==> config.mk <==
export PLATFORM = sky130hd
export DESIGN_NAME = rx_alu
export DESIGN_NICKNAME = d
export VERILOG_FILES = /design/src/rtl/rx_alu.sv
export SDC_FILE = /design/constraint.sdc
export NUM_CORES = 1
export LEC_CHECK = 0
export ABC_AREA = 0
export BUFFER_PORTS_ARGS = -buffer_cell sky130_fd_sc_hd__buf_4
export CORE_MARGIN = 4
export CORE_UTILIZATION = 60
export DETAILED_ROUTE_END_ITERATION = 10
export PLACE_DENSITY_LB_ADDON = 0.08
export SLEW_MARGIN = 20
export SYNTH_ARGS = -nofsm -noshare
export SYNTH_HDL_FRONTEND = slang
export SYNTH_SLANG_ARGS = --single-unit
==> constraint.sdc <==
create_clock -name vclk -period 72
set_input_delay 7.2 -clock vclk [all_inputs]
set_output_delay 7.2 -clock vclk [all_outputs]
set_load 0.005 [all_outputs]
==> src/rtl/rx_alu.sv <==
module rx_alu #(
  parameter int W = 16
) (
  input  logic [W-1:0]         a_i,
  input  logic [W-1:0]         b_i,
  input  logic [$clog2(W)-1:0] shamt_i,
  input  logic [4:0]           op_i,
  output logic [W-1:0]         result_o,
  output logic                 zero_o,
  output logic                 neg_o
);
  localparam int SW = $clog2(W);
  localparam int H  = W / 2;

  localparam logic [4:0] OP_ADD = 5'd0,  OP_SUB = 5'd1,  OP_AND = 5'd2,  OP_OR  = 5'd3;
  localparam logic [4:0] OP_XOR = 5'd4,  OP_NAND = 5'd5, OP_NOR = 5'd6,  OP_NEG = 5'd7;
  localparam logic [4:0] OP_INC = 5'd8,  OP_MUL = 5'd9,  OP_DIV = 5'd10, OP_ROL = 5'd11;
  localparam logic [4:0] OP_SLL = 5'd12, OP_SRL = 5'd13, OP_SRA = 5'd14;

  logic [W-1:0] diff, quot, rem, prod, shifted, res;
  logic [SW:0][W-1:0] stg;

  assign diff = a_i - b_i;
  assign quot = a_i / b_i;
  assign rem  = a_i % b_i;
  assign prod = W'(a_i[H-1:0]) * W'(b_i[H-1:0]);

  // shift mode from op_i[1:0]: 11 rol, 00 sll, 01 srl, 10 sra
  assign stg[0] = a_i;
  for (genvar k = 0; k < SW; k++) begin : g_stage
    localparam int D = 1 << k;
    logic [W-1:0] moved;
    always_comb begin
      case (op_i[1:0])
        2'b11:   moved = {stg[k][W-1-D:0], stg[k][W-1:W-D]};
        2'b00:   moved = {stg[k][W-1-D:0], {D{1'b0}}};
        2'b01:   moved = {{D{1'b0}}, stg[k][W-1:D]};
        default: moved = {{D{stg[k][W-1]}}, stg[k][W-1:D]};
      endcase
    end
    assign stg[k+1] = shamt_i[k] ? moved : stg[k];
  end
  assign shifted = stg[SW];

  always_comb begin
    case (op_i)
      OP_ADD:  res = a_i + b_i;
      OP_SUB:  res = diff;
      OP_AND:  res = a_i & b_i;
      OP_OR:   res = a_i | b_i;
      OP_XOR:  res = a_i ^ b_i;
      OP_NAND: res = ~(a_i & b_i);
      OP_NOR:  res = ~(a_i | b_i);
      OP_NEG:  res = W'(0) - a_i;
      OP_INC:  res = a_i + W'(1);
      OP_MUL:  res = prod;
      OP_DIV:  res = (b_i == '0) ? '1 : {quot[H-1:0], rem[H-1:0]};
      OP_ROL, OP_SLL, OP_SRL, OP_SRA: res = shifted;
      default: res = '0;
    endcase
  end

  assign result_o = res;
  assign zero_o   = (diff == '0);
  assign neg_o    = diff[W-1];

  always_comb begin
    if (op_i == OP_SUB)
      AST_SUB_INVERSE: assert (res + b_i == a_i);
    if (op_i == OP_INC)
      AST_INC_STEP: assert (res - a_i == W'(1));
    if (op_i == OP_DIV && b_i == '0)
      AST_DIV_ZERO_ONES: assert (result_o == '1);
    if (op_i == OP_ROL)
      AST_ROT_KEEPS_ONES: assert ($countones(result_o) == $countones(a_i));
    if (op_i >= OP_ROL && op_i <= OP_SRA && shamt_i == '0)
      AST_SHIFT_NONE: assert (result_o == a_i);
    AST_ZERO_EQUAL: assert (zero_o == (a_i == b_i));
    if (op_i > OP_SRA)
      AST_UNUSED_ZERO: assert (result_o == '0);
  end
endmodule

==> results of run 1 <==
==> report_power, final <==
part | total [mW] | switching [mW] | internal [mW] | leakage [nW]
Sequential | 0 | 0 | 0 | 0
Combinational | 0.180 | 0.110 | 0.0705 | 6.67
Clock | 0 | 0 | 0 | 0
==> tightest hold or removal path: cells and delay by family <==
kind	cells	cell delay, ns
AND/OR/NAND/NOR	1	0.16
AO/OA/AOI/OAI	1	0.12
buffers and inverters	2	0.34
==> cell usage after synthesis, types with 18 or more instances <==
master    instances  area, sq um
ha_1            238         2980
nand2_1         218          818
nor2_1          179          672
a21oi_1         164          821
inv_1           135          507
o21ai_0         110          551
xnor2_1          80          701
clkbuf_1         79          297
nor3_1           61          305
a21o_1           56          420
xor2_1           49          429
nand3_1          43          215
o211ai_1         43          323
fa_1             39          781
o21a_1           37          278
a31oi_1          33          206
a211oi_1         31          233
nand2b_1         24          150
mux2i_1          23          230
or3_1            22          138
o31ai_1          21          158
a221oi_1         20          175
nand4_1          19          119
or2_2            19          119
mux2_2           18          203
nor4_1           18          113
==> cells by family (layout without fill, tap and decap cells) <==
group	after synthesis	after routing	synth area share
adder cells (fa/ha/maj)	277	277	0.266
XOR/XNOR	129	129	0.0799
AO/OA/AOI/OAI	671	671	0.322
buffers and inverters	231	218	0.0628
AND/OR/NAND/NOR	674	674	0.223
multiplexers	51	51	0.0460
==> worst paths after layout <==
kind / from / to / slack (ns) / depth (start not counted)
min: shamt_i[3] / result_o[0] / 15.02 / 4
max: b_i[15] / result_o[6] / 26.58 / 117
==> layout make-up <==
class / count / area, sq um
timing repair buffer: 80 / 601
tap: 313 / 392
multi-input combinational: 1802 / 13300
fill: 2185 / 8120
inverter: 138 / 518
==> layer usage <==
layer | global-route usage | routed length [um] | vias to the layer above
met2 | 0.624 | 23100 | 1098
met5 | 0 | 0 | -
met1 | 0.539 | 21700 | 7652
met3 | 0.101 | 7220 | 237
li1 | - | - | 7508
met4 | 0.188 | 3170 | 0
==> stage by stage <==
stage	area, sq um	util
2_1_floorplan	14100	-
3_3_place_gp	14800	0.646
3_5_place_dp	14800	0.646
4_1_cts	14800	0.646
6_report	14800	0.646
5_1_grt	14800	0.646
==> summary.txt, run 1 <==
Route
  – Drt first pass iters: 8
  – # DRC: 0
  – Wire per inst: 23.7 um
  – Drt initial violations: around 2,200
  – DRT Wirelength: 55,200 um
  – Routed vias/inst: just over 7
  – ANT nets after route: 0
  – Vias: 16,495

Setup path
  – Crit. End Element: output pin
  – Crit-path slowest cell: or4_1
  – Worst Path Buf+Inv: 11
  – Top cell by count, worst path: ha_1
  – Worst EP required: around 65 ns
  – Critical path class: input port to output pin
  – Top delay family on crit path: compound AO/OA/AOI/OAI gates
  – Critical Path AT: 38.22 ns
  – Max incr delay on CP: about 0.74 ns
  – Crit path launch type: input port
  – Crit-path max FO: 24

Die
  – Die area: 0.0261 sq mm
  – I/O Pins: between 50 and 60
  – Chip height: between 150 and 200 um
  – Die Width: 162 um
  – Initial core utilization: 0.617
  – Core Area: roughly 0.023 sq mm
  – Row count: 55

CTS
  – Quantity of gates resized following cts: 0
  – Post CTS Setup Buffer Count: 0
  – Hold bufs inserted after CTS: 0

STA
  – Worst hold margin: 15.02 ns
  – Slew headroom: 0.234
  – RSZ-0062 raised after global routing: no
  – Slew Viols, Final: 0
  – Crit path time final: 45.42 ns
  – Final setup viols: 0
  – Least-Margin Pin Slew: around 1.1 ns
  – Setup TNS: 0 ns
  – Final worst-path setup slack: 26.58 ns
  – Highest clock rate: approximately 22 MHz
  – Hold Vio Cnt, Final: 0
  – Final period utilization: 0.631

Layout
  – Share of cells above drive strength 1: 0.0767
  – Area growth, synth to finish: 4.60%
  – Diodes inserted: 0
  – Non-filler cells, final: ~2,300
  – Register area: 0 sq um
  – Nets@finish: about 2,300
  – Most frequent cells in the layout: ha_1 (238), nand2_1 (218), nor2_1 (178)
  – FF+latch count: 0
  – Number of clock buffers in the layout: 0
  – Most common cell after layout, fill and taps aside: ha_1

Placed design
  – Dpl ws: approximately 27 ns
  – HPWL after detailed placement: approximately 43,000 um
  – RePlAce Congestion: around 1.0
  – IO Port Bufs: between 50 and 60
  – Dpl cells: between 2,000 and 2,500

Synth
  – Cells after Synth: 2,033
  – Synth cell types: 88
  – YS warnings: 0
  – Seq/Total Area, Yosys: 0
  – Net count after synthesis: between 2,000 and 2,500
  – Mapped cell area: 0.0141 sq mm
  – Synth Area per Inst: 6.96 sq um

Worst hold path
  – Hold Crit Class: input port to output pin

Global route
  – Vias in the first global route: between 15,000 and 20,000
  – First-pass GRT wire length: 85,600 um
  – Grt total ovfl: 0
  – Pin count of the biggest net entering global routing: 49
  – Global-route usage over all layers: 0.407
  – Antenna violations before repair: 1

Power and ir drop
  – Total power: approximately 180 uW
  – P per Cell Area: roughly 12 mW/mm^2
  – Lkg Pwr: between 6 and 7 nW
  – Worst vdd ir: roughly 11 uV

Run
  – Max-cap violations: 0

Run status
  – Outcome: finished, final reports clean
No activity file was read; power rests on OpenSTA's default activity.
==> run 2: changes to the inputs <==
clock period = 41.2 ns   (was 72 ns; I/O delays follow)
==> run 2 against run 1 <==
Clock-buffer cell count unchanged. Critical path type unchanged. Global-route usage decreased by 0.58 points. Total power increased by 74%. Sequential share of layout area unchanged. Utilization increased by 0.37 points. Largest cell class unchanged.
==> summary.txt, run 2 (synthesis gave the netlist of run 1 again) <==
Setup path
  – Crit. End Element: output pin
  – Crit-path slowest cell: or4_1
  – Crit path launch type: input port
  – Critical Path AT: around 35 ns
  – Crit-path max FO: 24
  – Top cell by count, worst path: ha_1
  – Max incr delay on CP: about 0.76 ns
  – Worst EP required: between 30 and 40 ns
  – Critical path class: input port to output pin

Layout
  – Filler cells: between 2,000 and 2,500
  – Area growth, synth to finish: 5.19%
  – Number of clock buffers in the layout: 0
  – Most common cell after layout, fill and taps aside: ha_1
  – Diodes inserted: 0
  – Share of cells above drive strength 1: 0.0809
  – Register area: 0 sq um
  – Nets@finish: approximately 2,300
  – Most frequent cells in the layout: ha_1 (238), nand2_1 (218), nor2_1 (179)
  – FF+latch count: 0

Die
  – Die Width: about 160 um
  – Initial core utilization: 0.617
  – Chip height: between 150 and 200 um
  – Core Area: 0.0229 sq mm
  – Die area: about 0.026 sq mm
  – I/O Pins: 59
  – Row count: 55

STA
  – Crit path time final: about 39 ns
  – Slew headroom: 0.403
  – Final period utilization: 0.949
  – Setup TNS: 0 ns
  – Least-Margin Pin Slew: between 0.8 and 0.9 ns
  – Highest clock rate: between 20 and 30 MHz
  – RSZ-0062 raised after global routing: no
  – Hold Vio Cnt, Final: 0
  – Slew Viols, Final: 0
  – Final setup viols: 0
  – Worst hold margin: just under 9 ns

Power and ir drop
  – Seq pwr share: 0
  – Net Sw Power: between 150 and 200 uW
  – Net Sw Frac: 0.607
  – Combinational share of power: 1.000
  – P per Cell Area: ~21 mW/mm^2
  – Clock Power Share: 0
  – Internal power: approximately 120 uW
  – Lkg Pwr: around 6.7 nW
  – Worst vdd ir: between 20 and 25 uV

Placed design
  – HPWL after detailed placement: 42,800 um
  – RePlAce Congestion: roughly 1.1
  – IO Port Bufs: roughly 60

Run status
  – Outcome: finished, final reports clean

Global route
  – GR Layer Usage met2: 0.634
  – Met3 usage: 0.0681
  – GRT busiest layer: met2
  – Vias in the first global route: about 15,000
  – Grt total ovfl: 0
  – Global-route usage over all layers: 0.401
  – First-pass GRT wire length: between 80,000 and 90,000 um
  – Pin count of the biggest net entering global routing: 49
  – Antenna violations before repair: 0
  – GR met1 Demand/Resource: 0.546

Route
  – Routed vias/inst: 7.05
  – Drt first pass iters: 6
  – Wire per inst: 23.5 um
  – ANT nets after route: 0
  – Drt initial violations: a little over 2,000
  – Vias: between 15,000 and 20,000
  – DRT Wirelength: approximately 55,000 um
  – # DRC: 0

CTS
  – Hold bufs inserted after CTS: 0

Worst hold path
  – Hold Crit Class: input port to output pin
  – HP Start: shamt_i[3]
  – Hold depth: 4
  – Worst hold endpoint: result_o[0]

Run
  – Max-cap violations: 0
-- run 2: area by class of cell --
type,instances,area [sq um],area share
inverter,138,518,0.0348
timing repair buffer,87,653,0.0439
multi-input combinational,1802,13300,0.895
tap,313,392,0.0263
-- run 2: worst max path at each step --
stage             from           to  slack, ns  cells past startpoint
6_report       b_i[15]  result_o[6]       2.09                    115
5_1_grt        b_i[15]  result_o[6]       0.13                    114
4_1_cts        b_i[15]  result_o[6]       1.86                    115
3_5_place_dp   b_i[15]  result_o[6]       1.98                    115
3_3_place_gp   b_i[15]  result_o[6]       2.97                    115
2_1_floorplan   b_i[0]  result_o[6]       6.57                    119
-- run 2: per-layer routing --
metal,routed length [um],share of wire
met1,21900,0.40
met2,23400,0.43
met3,6850,0.12
met4,2810,0.051
met5,0,0
-- run 2: timing repair --
item                                    4_1_cts  5_1_grt
endpoints found under the setup margin        0        9
setup buffers                                 0        5
resized for setup                             0        6
-- run 2: per-stage QoR --
stage,cell area (sq um),std cells,utilization,worst slack [ns],power (mW)
detailed placement,14800,2335,0.646,1.98,0.303
global placement,14800,2335,0.646,2.97,0.297
global route,14900,2340,0.649,0.134,0.341
finish,14900,2340,0.649,2.09,0.315
floorplan,14100,2033,-,6.57,0.222
CTS,14800,2335,0.646,1.86,0.305
-- run 2: critical path: cells and delay by family --
kind	cells	cell delay, ns
adder cells (fa/ha/maj)	15	4.86
AND/OR/NAND/NOR	39	9.21
multiplexers	2	0.76
AO/OA/AOI/OAI	54	15.33
buffers and inverters	5	0.63
-- run 2: power groups by stage --
| stage | registers [mW] | logic, mW | clock network, mW |
|---|---|---|---|
| after floorplan | 0 | 0.222 | 0 |
| after global placement | 0 | 0.297 | 0 |
| after detailed placement | 0 | 0.303 | 0 |
| after CTS | 0 | 0.305 | 0 |
| after global routing | 0 | 0.341 | 0 |
| final | 0 | 0.315 | 0 |
